File: src/rtl/jmp_eval_pkg.sv
package jmp_eval_pkg;

   typedef struct packed {
      logic link;
      logic neg;
      logic odd;
   } jmp_ctl_t;

   localparam int unsigned JMP_CTL_W = $bits(jmp_ctl_t);

endpackage

File: src/rtl/jmp_cond_eval.sv
module jmp_cond_eval
   import jmp_eval_pkg::*;
#(
   parameter int unsigned DATA_W = 32,
   parameter int unsigned IMM_W  = 16
) (
   input  jmp_ctl_t            ctl,
   input  logic [DATA_W-1:0]   test_val,
   input  logic                imm_present,
   input  logic [IMM_W-1:0]    imm,
   output logic                cond_met
);

   localparam int unsigned EXT_W = (DATA_W > IMM_W) ? (DATA_W - IMM_W) : 1;

   logic [DATA_W-1:0] imm_ext;
   logic [DATA_W-1:0] operand;
   logic [DATA_W-1:0] mixed;
   logic              is_zero;
   logic              raw_cond;

   generate
      if (IMM_W < 1 || IMM_W > DATA_W) begin : g_bad_imm
         $error("jmp_cond_eval: IMM_W must lie in 1..DATA_W");
      end
      if (IMM_W == DATA_W) begin : g_no_ext
         assign imm_ext = imm;
      end else begin : g_sign_ext
         logic [EXT_W-1:0] fill;
         assign fill    = {EXT_W{imm[IMM_W-1]}};
         assign imm_ext = {fill, imm};
      end
   endgenerate

   always_comb begin
      operand  = imm_present ? imm_ext : '0;
      mixed    = test_val ^ operand;
      is_zero  = (mixed == '0);
      raw_cond = ctl.odd ? mixed[0] : is_zero;
      cond_met = raw_cond ^ ctl.neg;
   end

endmodule

File: src/rtl/jmp_land_check.sv
module jmp_land_check #(
   parameter bit ALIGN_TRAP_EN = 1'b1
) (
   input  logic taken,
   input  logic tgt_long,
   input  logic tgt_ip_b1,
   output logic trap
);

   generate
      if (ALIGN_TRAP_EN) begin : g_trap_on
         assign trap = taken & tgt_long & tgt_ip_b1;
      end else begin : g_trap_off
         logic unused_in;
         assign unused_in = taken ^ tgt_long ^ tgt_ip_b1;
         assign trap      = 1'b0;
      end
   endgenerate

endmodule

File: src/rtl/jmp_result_reg.sv
module jmp_result_reg #(
   parameter int unsigned DATA_W    = 32,
   parameter int unsigned QSEL_W    = 2,
   parameter int unsigned RIDX_W    = 4,
   parameter int unsigned RST_QUEUE = 0
) (
   input  logic              clk,
   input  logic              rst_n,
   input  logic              valid,
   input  logic              cond_met,
   input  logic              trap_req,
   input  logic              link_bit,
   input  logic [QSEL_W-1:0] tgt_queue,
   input  logic [RIDX_W-1:0] dst_reg,
   input  logic [DATA_W-1:0] next_ip,
   output logic              taken_q,
   output logic [QSEL_W-1:0] cur_queue_q,
   output logic              link_we_q,
   output logic [RIDX_W-1:0] link_reg_q,
   output logic [DATA_W-1:0] link_val_q,
   output logic              trap_q
);

   localparam logic [QSEL_W-1:0] Q_INIT = QSEL_W'(RST_QUEUE);

   generate
      if (QSEL_W < 1 || RST_QUEUE >= (1 << QSEL_W)) begin : g_bad_q
         $error("jmp_result_reg: RST_QUEUE does not fit in QSEL_W bits");
      end
   endgenerate

   logic take_now;
   logic commit;

   always_comb begin
      take_now = valid & cond_met;
      commit   = take_now & ~trap_req;
   end

   always_ff @(posedge clk or negedge rst_n) begin
      if (!rst_n) begin
         taken_q     <= 1'b0;
         cur_queue_q <= Q_INIT;
         link_we_q   <= 1'b0;
         link_reg_q  <= '0;
         link_val_q  <= '0;
         trap_q      <= 1'b0;
      end else begin
         taken_q   <= take_now;
         trap_q    <= take_now & trap_req;
         link_we_q <= commit & link_bit;
         if (commit) begin
            cur_queue_q <= tgt_queue;
         end
         if (commit & link_bit) begin
            link_reg_q <= dst_reg;
            link_val_q <= next_ip;
         end
      end
   end

   // a link write only accompanies a taken jump
   assert_link_needs_taken_R7 : assert property (@(posedge clk) disable iff (!rst_n)
      link_we_q |-> taken_q);

   // queue holds across a jump that is not taken
   assert_queue_hold_R7 : assert property (@(posedge clk) disable iff (!rst_n)
      !(valid && cond_met) |=> $stable(cur_queue_q));

   // committed jump moves the queue to the requested target
   assert_queue_switch_R8 : assert property (@(posedge clk) disable iff (!rst_n)
      (valid && cond_met && !trap_req) |=> (cur_queue_q == $past(tgt_queue)));

   // a trap never coincides with a link write
   assert_trap_no_link_R9 : assert property (@(posedge clk) disable iff (!rst_n)
      trap_q |-> !link_we_q);

   // the written link value is the address presented with the jump
   assert_link_value_R6 : assert property (@(posedge clk) disable iff (!rst_n)
      (valid && cond_met && !trap_req && link_bit) |=> (link_we_q && link_val_q == $past(next_ip)));

endmodule

File: src/rtl/jmp_eval_unit.sv
module jmp_eval_unit
   import jmp_eval_pkg::*;
#(
   parameter int unsigned DATA_W        = 32,
   parameter int unsigned IMM_W         = 16,
   parameter int unsigned QSEL_W        = 2,
   parameter int unsigned RIDX_W        = 4,
   parameter int unsigned RST_QUEUE     = 0,
   parameter bit          ALIGN_TRAP_EN = 1'b1
) (
   input  logic              clk,
   input  logic              rst_n,
   input  logic              jmp_valid_i,
   input  logic              ctl_link_i,
   input  logic              ctl_neg_i,
   input  logic              ctl_odd_i,
   input  logic [QSEL_W-1:0] tgt_queue_i,
   input  logic [RIDX_W-1:0] dst_reg_i,
   input  logic [DATA_W-1:0] test_val_i,
   input  logic              imm_present_i,
   input  logic [IMM_W-1:0]  imm_i,
   input  logic [DATA_W-1:0] next_ip_i,
   input  logic              tgt_long_i,
   input  logic              tgt_ip_b1_i,
   output logic              taken_o,
   output logic [QSEL_W-1:0] cur_queue_o,
   output logic              link_we_o,
   output logic [RIDX_W-1:0] link_reg_o,
   output logic [DATA_W-1:0] link_val_o,
   output logic              trap_o
);

   jmp_ctl_t ctl;
   logic     cond_met;
   logic     trap_req;

   assign ctl = '{link: ctl_link_i, neg: ctl_neg_i, odd: ctl_odd_i};

   jmp_cond_eval #(
      .DATA_W (DATA_W),
      .IMM_W  (IMM_W)
   ) u_cond (
      .ctl         (ctl),
      .test_val    (test_val_i),
      .imm_present (imm_present_i),
      .imm         (imm_i),
      .cond_met    (cond_met)
   );

   jmp_land_check #(
      .ALIGN_TRAP_EN (ALIGN_TRAP_EN)
   ) u_land (
      .taken     (cond_met),
      .tgt_long  (tgt_long_i),
      .tgt_ip_b1 (tgt_ip_b1_i),
      .trap      (trap_req)
   );

   jmp_result_reg #(
      .DATA_W    (DATA_W),
      .QSEL_W    (QSEL_W),
      .RIDX_W    (RIDX_W),
      .RST_QUEUE (RST_QUEUE)
   ) u_reg (
      .clk         (clk),
      .rst_n       (rst_n),
      .valid       (jmp_valid_i),
      .cond_met    (cond_met),
      .trap_req    (trap_req),
      .link_bit    (ctl.link),
      .tgt_queue   (tgt_queue_i),
      .dst_reg     (dst_reg_i),
      .next_ip     (next_ip_i),
      .taken_q     (taken_o),
      .cur_queue_q (cur_queue_o),
      .link_we_q   (link_we_o),
      .link_reg_q  (link_reg_o),
      .link_val_q  (link_val_o),
      .trap_q      (trap_o)
   );

   // an idle cycle yields no outcome on the next cycle
   assert_idle_quiet_R10 : assert property (@(posedge clk) disable iff (!rst_n)
      !jmp_valid_i |=> (!taken_o && !link_we_o && !trap_o));

endmodule

File: config.mk
export PLATFORM = sky130hd
export DESIGN_NAME = jmp_eval_unit
export DESIGN_NICKNAME = d
export VERILOG_FILES = /design/src/rtl/jmp_eval_pkg.sv /design/src/rtl/jmp_cond_eval.sv /design/src/rtl/jmp_land_check.sv /design/src/rtl/jmp_result_reg.sv /design/src/rtl/jmp_eval_unit.sv
export SDC_FILE = /design/constraint.sdc
export NUM_CORES = 1
export LEC_CHECK = 0
export CORE_MARGIN = 5
export CORE_UTILIZATION = 62
export DETAILED_ROUTE_END_ITERATION = 16
export DONT_BUFFER_PORTS = 1
export MAX_ROUTING_LAYER = met4
export PLACE_DENSITY = 0.78
export SLEW_MARGIN = 20
export SYNTH_ARGS = -nofsm -noshare
export SYNTH_HDL_FRONTEND = slang
export SYNTH_HIERARCHICAL = 1
export SYNTH_SLANG_ARGS = --single-unit
export TNS_END_PERCENT = 10
File: constraint.sdc
create_clock -name clk -period 0.8 [get_ports clk]
set_input_delay 0.24 -clock clk [delete_from_list [all_inputs] [get_ports clk]]
set_output_delay 0.24 -clock clk [all_outputs]
set_load 0.005 [all_outputs]
==> impl_metrics.json, run 1 <==
{
  "final_antenna_net_count": 0,
  "synthesis.nets": 255,
  "yosysWarningCount": 6,
  "seq_area_frac_synth_pct": 48.1,
  "endpoint_kind": "register",
  "comb_power_share_pct": 31.3,
  "final_util_pct": 76.9,
  "power_density_nw_per_um2": 2360,
  "drt-initial-drc-count": 62,
  "ys_top_cells_by_area": "dfrtp_1 48%, mux2_4 20%, mux2_2 4.7%",
  "fmax_ghz": 0.433,
  "clock_path_buffers": 2,
  "layout_setup_ws_ns": -1.51,
  "startpoint_type": "input port",
  "violations": "negative hold slack, negative setup slack",
  "cts_buffers": 5,
  "tightest_slew_ns": 0.295,
  "grt.total_usage_pct": 23.5,
  "setup_viol_count_final": 82,
  "status": "finished, violations left",
  "cts.sinks": 41,
  "dp_cells": 222,
  "die_x_um": 68.7,
  "vias_per_cell": 6.33,
  "clk_latency_ns": 0.33,
  "yosys-top-cells-count": "41 x dfrtp_1, 29 x mux2_4, 9 x mux2_2",
  "worstPathMaxFanout": 18,
  "cts_tree": "built",
  "r2r-start": "u_reg/link_reg_q[1]$_DFFE_PN0P_",
  "leakagePower_nw": 1.22,
  "grt_pass1_wl_um": 7830,
  "min-delay-path-class": "input port to asynchronous set/reset pin",
  "antenna_cells": 0,
  "dp.final_hpwl_um": 4050,
  "p_clk_share_pct": 17.4,
  "port_buffers": 0,
  "synthesis.area_um2": 2130,
  "hold_slack_ns": -0.424,
  "synth_top_area_share_pct": 48.1,
  "die-area_um2": 4720,
  "rr_endpoint": "u_reg/link_reg_q[1]$_DFFE_PN0P_",
  "syn_to_final_growth_pct": 20.2,
  "synthCells": 160,
  "avgSynthCellArea_um2": 13.3,
  "fin_crit_sh_pct": 289,
  "reg2reg_setup_slack_ns": -0.02,
  "synth_xor_area_share_pct": 1.64,
  "finalHoldViolCount": 41,
  "finalCriticalPeriod_ns": 2.31,
  "rsz0062_at_grt": "true",
  "multi_input_area_um2": 1040,
  "drive_above_1_share_pct": 41.1,
  "wirelength_um": 5860,
  "ctsRootBufferMaster": "clkbuf_4",
  "rr_worst_depth": 1,
  "ys_ff_latch": 41,
  "yosys.area.top_type": "dfrtp_1",
  "grt_overflow": 0,
  "die_y_um": 68.7,
  "sequentialPowerShare_pct": 51.3,
  "startpoint": "test_val_i[2]",
  "drc": 0,
  "max-slew-margin-rel_pct": 80.2,
  "swShare_pct": 27.0,
  "clk_pin_slew_ns": 0.12,
  "synthAdderAreaFrac_pct": 0,
  "skew_ns": 0,
  "switchingPower_mw": 1.64,
  "synthArstFlopShare_pct": 100,
  "p_int_mw": 4.42,
  "row_count": 21,
  "synth_compound_area_share_pct": 7.09,
  "synth_edf_count": 0,
  "antenna_found_initial": 0,
  "yosysMostFrequentCell": "dfrtp_1",
  "max-vdd-ir-drop_v": 0.00159,
  "fillCellCount": 223,
  "fin_cells": 236,
  "core-area_um2": 3340,
  "synth_top_family_by_area": "multiplexers",
  "first_pass_iters": 4,
  "fin_setup_tns_ns": -68.74,
  "required_ns": 1.03,
  "yosys.area_share.simple_pct": 12.9,
  "slew_violations": 0,
  "routabilityCongestion": 0.924,
  "grt_max_degree": 42,
  "max_cap_violations": 0,
  "crit_type": "input port to register",
  "grt_pass1_vias": 1558,
  "finalNetCount": 285,
  "worst_ep_arrival_time_ns": 2.54,
  "crit_end": "u_reg/link_val_q[19]$_DFFE_PN0P_",
  "ioPinCount": 136,
  "initial_core_util_pct": 64.0,
  "cts.htree.levels": 2,
  "synth.distinct_cells": 38,
  "route.vias.total": 1493,
  "area.sequential_um2": 1030,
  "ys.flop_type": "dfrtp_1",
  "wl_per_cell_um": 24.8,
  "muxShareOfSynthArea_pct": 25.1
}
==> sequential cells by signal, indices dropped and copies added, names as in the netlist <==
| name | count |
|---|---|
| u_reg/link_val_q | 32 |
| u_reg/link_reg_q | 4 |
| u_reg/cur_queue_q | 2 |
| u_reg/link_we_q | 1 |
| u_reg/taken_q | 1 |
| u_reg/trap_q | 1 |
==> timing repair <==
action | CTS | global route
endpoints found under the hold margin | 41 | 44
endpoints found under the setup margin | 82 | 82
cloned | 1 | 1
pin swaps | 1 | 0
buffers inserted | 2 | 0
resized for setup | 22 | 10
==> logic make-up after synthesis <==
family	after synthesis
flip-flops	41
XOR/XNOR	4
AND/OR/NAND/NOR	43
buffers and inverters	13
AO/OA/AOI/OAI	21
multiplexers	38
==> metrics by stage <==
| stage | worst slack [ns] | area [µm²] | total power, mW |
|---|---|---|---|
| 2_1_floorplan | -1.71 | 2130 | 3.98 |
| 3_3_place_gp | -1.74 | 2290 | 4.52 |
| 3_5_place_dp | -1.87 | 2290 | 4.63 |
| 4_1_cts | -1.42 | 2470 | 5.96 |
| 5_1_grt | -1.58 | 2560 | 6.37 |
| 6_report | -1.51 | 2560 | 6.06 |
==> routing by layer <==
layer	up-vias	global-route usage (%)	share of wire, %
li1	659	-	-
met5	-	-	0
met1	717	26.6	33
met4	0	7.44	1.0
met3	8	10.0	13
met2	109	37.7	53
==> how the worst min path moves through the flow <==
stage | from | endpoint | slack, ns
CTS | rst_n | u_reg/link_val_q[3]$_DFFE_PN0P_ | -0.44
global route | rst_n | u_reg/link_val_q[19]$_DFFE_PN0P_ | -0.47
finish | rst_n | u_reg/link_val_q[3]$_DFFE_PN0P_ | -0.42
floorplan | rst_n | u_reg/cur_queue_q[0]$_DFFE_PN0P_ | -0.06
detailed placement | rst_n | u_reg/link_val_q[3]$_DFFE_PN0P_ | -0.05
global placement | rst_n | u_reg/link_val_q[0]$_DFFE_PN0P_ | -0.05
==> power groups by stage <==
stage	combinational [mW]	clock, mW	sequential (mW)
2_1_floorplan	0.988	0	3.00
3_3_place_gp	1.49	0	3.03
3_5_place_dp	1.54	0	3.08
4_1_cts	1.76	1.10	3.10
5_1_grt	1.99	1.20	3.19
6_report	1.90	1.05	3.11
==> critical path, stage by stage <==
cell      delay [ns]
or4_4           0.53
nor4_4          0.15
a31oi_2         0.07
nor4_2          0.18
a31oi_1         0.16
xnor2_1         0.19
and3_1          0.21
nand4b_1        0.14
buf_6           0.15
buf_16          0.19
mux2_4          0.32
==> cell type report <==
type,count,share of cell area (%)
Clock buffer,6,2.00
Clock inverter,1,0.293
Inverter,7,1.02
Multi-Input combinational cell,106,40.6
Sequential cell,41,40.0
Tap cell,46,2.24
Timing Repair Buffer,29,13.8
==> cells in the final DEF, fill, tap and decap left out, drive strengths merged, types with 4 or more instances in the layout <==
cell type / n
clkbuf: 7
nand2: 4
nor3: 4
nand2b: 9
buf: 25
a31oi: 4
mux2: 38
nor4: 7
inv: 7
nand4: 4
dfrtp: 41
(Power assumes the default switching activity.)
==> inputs of run 2 (changes only) <==
--- a/config.mk
+++ b/config.mk
@@ -11,6 +11,7 @@
 export DONT_BUFFER_PORTS = 1
 export MAX_ROUTING_LAYER = met4
 export PLACE_DENSITY = 0.78
+export RECOVER_POWER = 25
 export SLEW_MARGIN = 20
 export SYNTH_ARGS = -nofsm -noshare
 export SYNTH_HDL_FRONTEND = slang
==> constraint.sdc (replaced) <==
create_clock -name clk -period 2.6 [get_ports clk]
set_input_delay 0.78 -clock clk [delete_from_list [all_inputs] [get_ports clk]]
set_output_delay 0.78 -clock clk [all_outputs]
set_load 0.005 [all_outputs]
==> impl_metrics.json, run 2 (synthesis results as in run 1) <==
{
  "status": "finished, violations left",
  "violations": "negative setup slack",
  "clk_pin_slew_ns": 0.12,
  "sequentialPowerShare_pct": 52.3,
  "rsz0062_at_grt": "true",
  "setup_viol_count_final": 36,
  "syn_to_final_growth_pct": 10.4,
  "drive_above_1_share_pct": 34.3,
  "dp_cells": 203,
  "routabilityCongestion": 0.913,
  "max_cap_violations": 0,
  "largest_register_ffs": 32,
  "fin_crit_sh_pct": 106,
  "drt-initial-drc-count": 89,
  "wl_per_cell_um": 23.5,
  "clk_latency_ns": 0.34,
  "r2r-start": "u_reg/link_reg_q[1]$_DFFE_PN0P_",
  "port_buffers": 0,
  "grt_max_degree": 42,
  "multi_input_area_um2": 1030,
  "first_pass_iters": 4,
  "final_cell_mix": "41 x dfrtp_1, 36 x mux2_4, 8 x nand2b_1",
  "cts.htree.levels": 2,
  "layout_setup_ws_ns": -0.165,
  "rr_worst_depth": 1,
  "leakagePower_nw": 1.11,
  "core-area_um2": 3340,
  "drc": 0,
  "fmax_ghz": 0.362,
  "dp.final_hpwl_um": 3750,
  "row_count": 21,
  "largest_register": "u_reg/link_val_q",
  "preCtsSetupSlack_ns": -0.565,
  "swShare_pct": 24.8,
  "placed_cell_area_um2": 2140,
  "comb_power_share_pct": 19.8,
  "tightest_slew_ns": 0.303,
  "reg_top3": "u_reg/link_val_q (32), u_reg/link_reg_q (4), u_reg/cur_queue_q (2)",
  "fin_area_um2": 2360,
  "power_density_nw_per_um2": 779,
  "wirelength_um": 5060,
  "crit_type": "input port to register",
  "ctsRootBufferMaster": "clkbuf_4",
  "worstPathMaxFanout": 9,
  "final_util_pct": 70.6,
  "cts_tree": "built",
  "grt_pass1_vias": 1445,
  "antenna_found_initial": 0,
  "skew_ns": 0,
  "hold_slack_ns": 0.108,
  "endpoint_kind": "register",
  "route.vias.total": 1357,
  "max-slew-margin-rel_pct": 79.6,
  "area.sequential_um2": 1030,
  "min-delay-path-class": "input port to asynchronous set/reset pin",
  "worst_ep_arrival_time_ns": 3.00,
  "final_common_cell": "dfrtp_1",
  "cts_buffers": 5,
  "fillCellCount": 238,
  "die_y_um": 68.7,
  "grt_overflow": 0,
  "finalHoldViolCount": 0,
  "final_antenna_net_count": 0,
  "finalNetCount": 263,
  "vias_per_cell": 6.31,
  "slew_violations": 0,
  "finalCriticalPeriod_ns": 2.77,
  "met3_length_um": 748,
  "p_clk_share_pct": 27.9,
  "max-vdd-ir-drop_v": 0.000520,
  "die_x_um": 68.7,
  "fin_setup_tns_ns": -5.13,
  "reg2reg_setup_slack_ns": 1.78,
  "die-area_um2": 4720,
  "clock_path_buffers": 2,
  "grt.total_usage_pct": 21.2,
  "cts_hold_buffers": 0,
  "fin_cells": 215,
  "routed-wl-met2_um": 2430,
  "wl_met1_um": 1830,
  "ioPinCount": 136,
  "initial_core_util_pct": 64.0,
  "top_layer": "met4",
  "startpoint_type": "input port",
  "grt_pass1_wl_um": 6990,
  "switchingPower_mw": 0.454,
  "cts.sinks": 41,
  "totalPowerFinal_mw": 1.84,
  "rr_endpoint": "u_reg/link_reg_q[1]$_DFFE_PN0P_",
  "required_ns": 2.84,
  "p_int_mw": 1.38,
  "antenna_cells": 0
}
run 2: cell types whose count changed in the layout (fill, tap and decap cells not counted), sizes merged:
cell         change
clkbuf           -1
dlygate4sd3      -3
inv              +1
buf             -19
clkinvlp         -1
bufinv           +2
run 2: final cells by class:
cell class / count / share of cell area, %
repair buffers: 7 / 4.51
multi-input cells: 106 / 43.9
well taps: 46 / 2.44
flip-flops and latches: 41 / 43.5
clock inverters: 3 / 2.92
clock buffers: 5 / 1.59
inverters: 7 / 1.12
run 2: metal layers:
layer	GRT usage [%]	vias to the layer above
met2	33.6	98
met3	10.7	7
li1	-	611
met1	23.4	641
met5	-	-
met4	5.96	0
run 2: power groups by stage:
| stage | registers [mW] | clock network [mW] | logic [mW] |
|---|---|---|---|
| global route | 0.981 | 0.560 | 0.382 |
| finish | 0.960 | 0.512 | 0.364 |
| CTS | 0.961 | 0.528 | 0.343 |
| detailed placement | 0.971 | 0 | 0.324 |
| floorplan | 0.922 | 0 | 0.304 |
| global placement | 0.965 | 0 | 0.311 |
run 2: how the worst max path moves through the flow:
stage                       start                               end  slack, ns  cells after the start
global route        test_val_i[2]   u_reg/link_val_q[7]$_DFFE_PN0P_      -0.29                     11
CTS                 test_val_i[2]  u_reg/link_val_q[29]$_DFFE_PN0P_      -0.16                     11
floorplan           test_val_i[2]   u_reg/link_reg_q[0]$_DFFE_PN0P_      -0.45                     11
global placement    test_val_i[2]  u_reg/link_val_q[27]$_DFFE_PN0P_      -0.50                     10
finish              test_val_i[2]   u_reg/link_reg_q[1]$_DFFE_PN0P_      -0.17                     11
detailed placement  test_val_i[2]  u_reg/link_val_q[30]$_DFFE_PN0P_      -0.56                     10
run 2: critical path, cell delays in order:
cell,delay (ns)
or4_4,0.54
nor4_4,0.15
a31oi_1,0.08
nor4_2,0.15
a31oi_1,0.14
xnor2_1,0.15
and3_1,0.18
nand4b_1,0.18
buf_6,0.16
clkbuf_16,0.17
mux2_4,0.31
run 2: repair_timing:
| item | 4_1_cts | 5_1_grt |
|---|---|---|
| endpoints found under the hold margin | 0 | 0 |
| setup endpoints to repair | 36 | 39 |
| setup buffers | 1 | 1 |
| gates cloned | 1 | 1 |
| gates resized for setup | 4 | 6 |
| pin swaps | 0 | 2 |
==> inputs of run 3 (changes only) <==
==> constraint.sdc (replaced) <==
create_clock -name clk -period 2.8 [get_ports clk]
set_input_delay 0.84 -clock clk [delete_from_list [all_inputs] [get_ports clk]]
set_output_delay 0.84 -clock clk [all_outputs]
set_load 0.005 [all_outputs]
==> impl_metrics.json, run 3 (synthesis results as in run 1) <==
{
  "p_clk_share_pct": 28.4,
  "slew_violations": 0,
  "max-vdd-ir-drop_v": 0.000481,
  "ctsRootBufferMaster": "clkbuf_4",
  "power_density_nw_per_um2": 728,
  "route.vias.total": 1325,
  "layout_setup_ws_ns": -0.0313,
  "crit_top_cell": "a31oi_1",
  "clock_path_buffers": 2,
  "fin_setup_tns_ns": -0.289,
  "routabilityCongestion": 0.913,
  "final_common_cell": "dfrtp_1",
  "required_ns": 3.05,
  "startpoint_type": "input port",
  "drive_above_1_share_pct": 33.9,
  "fmax_ghz": 0.353,
  "status": "finished, violations left",
  "comb_power_share_pct": 18.6,
  "grt_max_degree": 42,
  "wl_per_cell_um": 23.1,
  "tightest_slew_ns": 0.295,
  "top_layer": "met4",
  "grt_pass1_vias": 1444,
  "drc": 0,
  "wirelength_um": 4930,
  "fin_area_um2": 2300,
  "reg_top3": "u_reg/link_val_q (32), u_reg/link_reg_q (4), u_reg/cur_queue_q (2)",
  "final_cell_mix": "41 x dfrtp_1, 29 x mux2_4, 9 x mux2_2",
  "grt_overflow": 0,
  "cts.htree.levels": 2,
  "largest_register_ffs": 32,
  "clk_pin_slew_ns": 0.13,
  "routed-wl-met2_um": 2370,
  "switchingPower_mw": 0.417,
  "cts_buffers": 5,
  "max-slew-margin-rel_pct": 80.2,
  "endpoint_kind": "register",
  "slowest_delay_ns": 0.54,
  "ioPinCount": 136,
  "port_buffers": 0,
  "grt.total_usage_pct": 21.0,
  "die_y_um": 68.7,
  "violations": "negative setup slack",
  "skew_ns": 0,
  "crit_type": "input port to register",
  "leakagePower_nw": 1.06,
  "cts_tree": "built",
  "final_antenna_net_count": 0,
  "rr_worst_depth": 1,
  "startpoint": "test_val_i[2]",
  "die_x_um": 68.7,
  "slowest_stage": "or4_4",
  "fin_crit_sh_pct": 101,
  "vias_per_cell": 6.19,
  "fin_cells": 214,
  "initial_core_util_pct": 64.0,
  "wl_met1_um": 1780,
  "p_int_mw": 1.26,
  "finalCriticalPeriod_ns": 2.83,
  "die-area_um2": 4720,
  "antenna_found_initial": 0,
  "row_count": 21,
  "setup_viol_count_final": 20,
  "dp.final_hpwl_um": 3750,
  "finalHoldViolCount": 0,
  "swShare_pct": 24.8,
  "crit_chain": "or4_4, nor4_4, a31oi_1, nor4_2, a31oi_1, xnor2_1, and3_1, nand4b_1, buf_6, buf_12, mux2_2",
  "antenna_cells": 0,
  "core-area_um2": 3340,
  "worst_ep_arrival_time_ns": 3.08,
  "rsz0062_at_grt": "true",
  "largest_register": "u_reg/link_val_q",
  "preCtsSetupSlack_ns": -0.425,
  "syn_to_final_growth_pct": 7.97,
  "r2r-start": "u_reg/link_val_q[4]$_DFFE_PN0P_",
  "min-delay-path-class": "input port to asynchronous set/reset pin",
  "placed_cell_area_um2": 2140,
  "worstPathMaxFanout": 19,
  "grt_pass1_wl_um": 6930,
  "cts_hold_buffers": 0,
  "drt-initial-drc-count": 54,
  "cts.sinks": 41,
  "finalNetCount": 262,
  "dp_cells": 203,
  "max_cap_violations": 0,
  "sequentialPowerShare_pct": 52.9,
  "first_pass_iters": 4,
  "reg2reg_setup_slack_ns": 2.00,
  "clk_latency_ns": 0.34,
  "rr_endpoint": "u_reg/link_val_q[4]$_DFFE_PN0P_",
  "met3_length_um": 737
}
[run 3: cell count changes in the layout (fill, tap and decap cells not counted)]
cell | before | now
mux2_2 | 2 | 9
clkbuf_16 | 1 | 0
mux2_4 | 36 | 29
[run 3: how the worst max path moves through the flow]
stage	endpoint	cells after the start	slack [ns]
4_1_cts	u_reg/link_val_q[30]$_DFFE_PN0P_	11	0.002
2_1_floorplan	u_reg/link_reg_q[0]$_DFFE_PN0P_	11	-0.31
6_report	u_reg/link_val_q[26]$_DFFE_PN0P_	11	-0.03
3_5_place_dp	u_reg/link_val_q[30]$_DFFE_PN0P_	10	-0.42
3_3_place_gp	u_reg/link_val_q[27]$_DFFE_PN0P_	10	-0.36
5_1_grt	u_reg/link_val_q[27]$_DFFE_PN0P_	11	-0.15
[run 3: area by class of cell]
| type | count | area [µm²] |
|---|---|---|
| Multi-Input combinational cell | 106 | 1010 |
| Timing Repair Buffer | 6 | 81.3 |
| Inverter | 7 | 26.3 |
| Fill cell | 247 | 1030 |
| Clock inverter | 3 | 68.8 |
| Sequential cell | 41 | 1030 |
| Tap cell | 46 | 57.6 |
| Clock buffer | 5 | 37.5 |
[run 3: worst max-delay path, delay by kind of cell]
family                    cells  cell delay [ns]
and+or+nand+nor               5             1.19
muxes                         1             0.35
buffers and inverters         2             0.32
AOI/OAI and AO/OA             2             0.21
xor gates and xnor gates      1             0.18
[run 3: power groups by stage]
stage | logic (mW) | registers [mW] | clock network [mW]
6_report | 0.313 | 0.888 | 0.477
5_1_grt | 0.331 | 0.908 | 0.516
4_1_cts | 0.314 | 0.892 | 0.490
3_5_place_dp | 0.301 | 0.902 | 0
3_3_place_gp | 0.289 | 0.896 | 0
2_1_floorplan | 0.282 | 0.856 | 0
[run 3: repair_timing]
action,in CTS,in global routing
endpoints found under the setup margin,32,36
buffers inserted,1,1
endpoints found under the hold margin,0,0
gates resized for setup,2,1
cloned,1,0
pin swaps,2,1
[run 3: metrics by stage]
| stage | power [mW] | hold WS [ns] | utilization (%) |
|---|---|---|---|
| after CTS | 1.70 | 0.146 | 68.6 |
| after global placement | 1.19 | 0.526 | 64.2 |
| after floorplan | 1.14 | 0.504 | - |
| after detailed placement | 1.20 | 0.527 | 64.2 |
| final | 1.68 | 0.164 | 69.1 |
| after global routing | 1.75 | 0.117 | 69.1 |
[run 3: routing by layer]
| metal | vias to the layer above | GRT usage (%) |
|---|---|---|
| met2 | 92 | 34.0 |
| met3 | 7 | 10.5 |
| li1 | 605 | - |
| met4 | 0 | 5.96 |
| met1 | 621 | 22.6 |
| met5 | - | - |
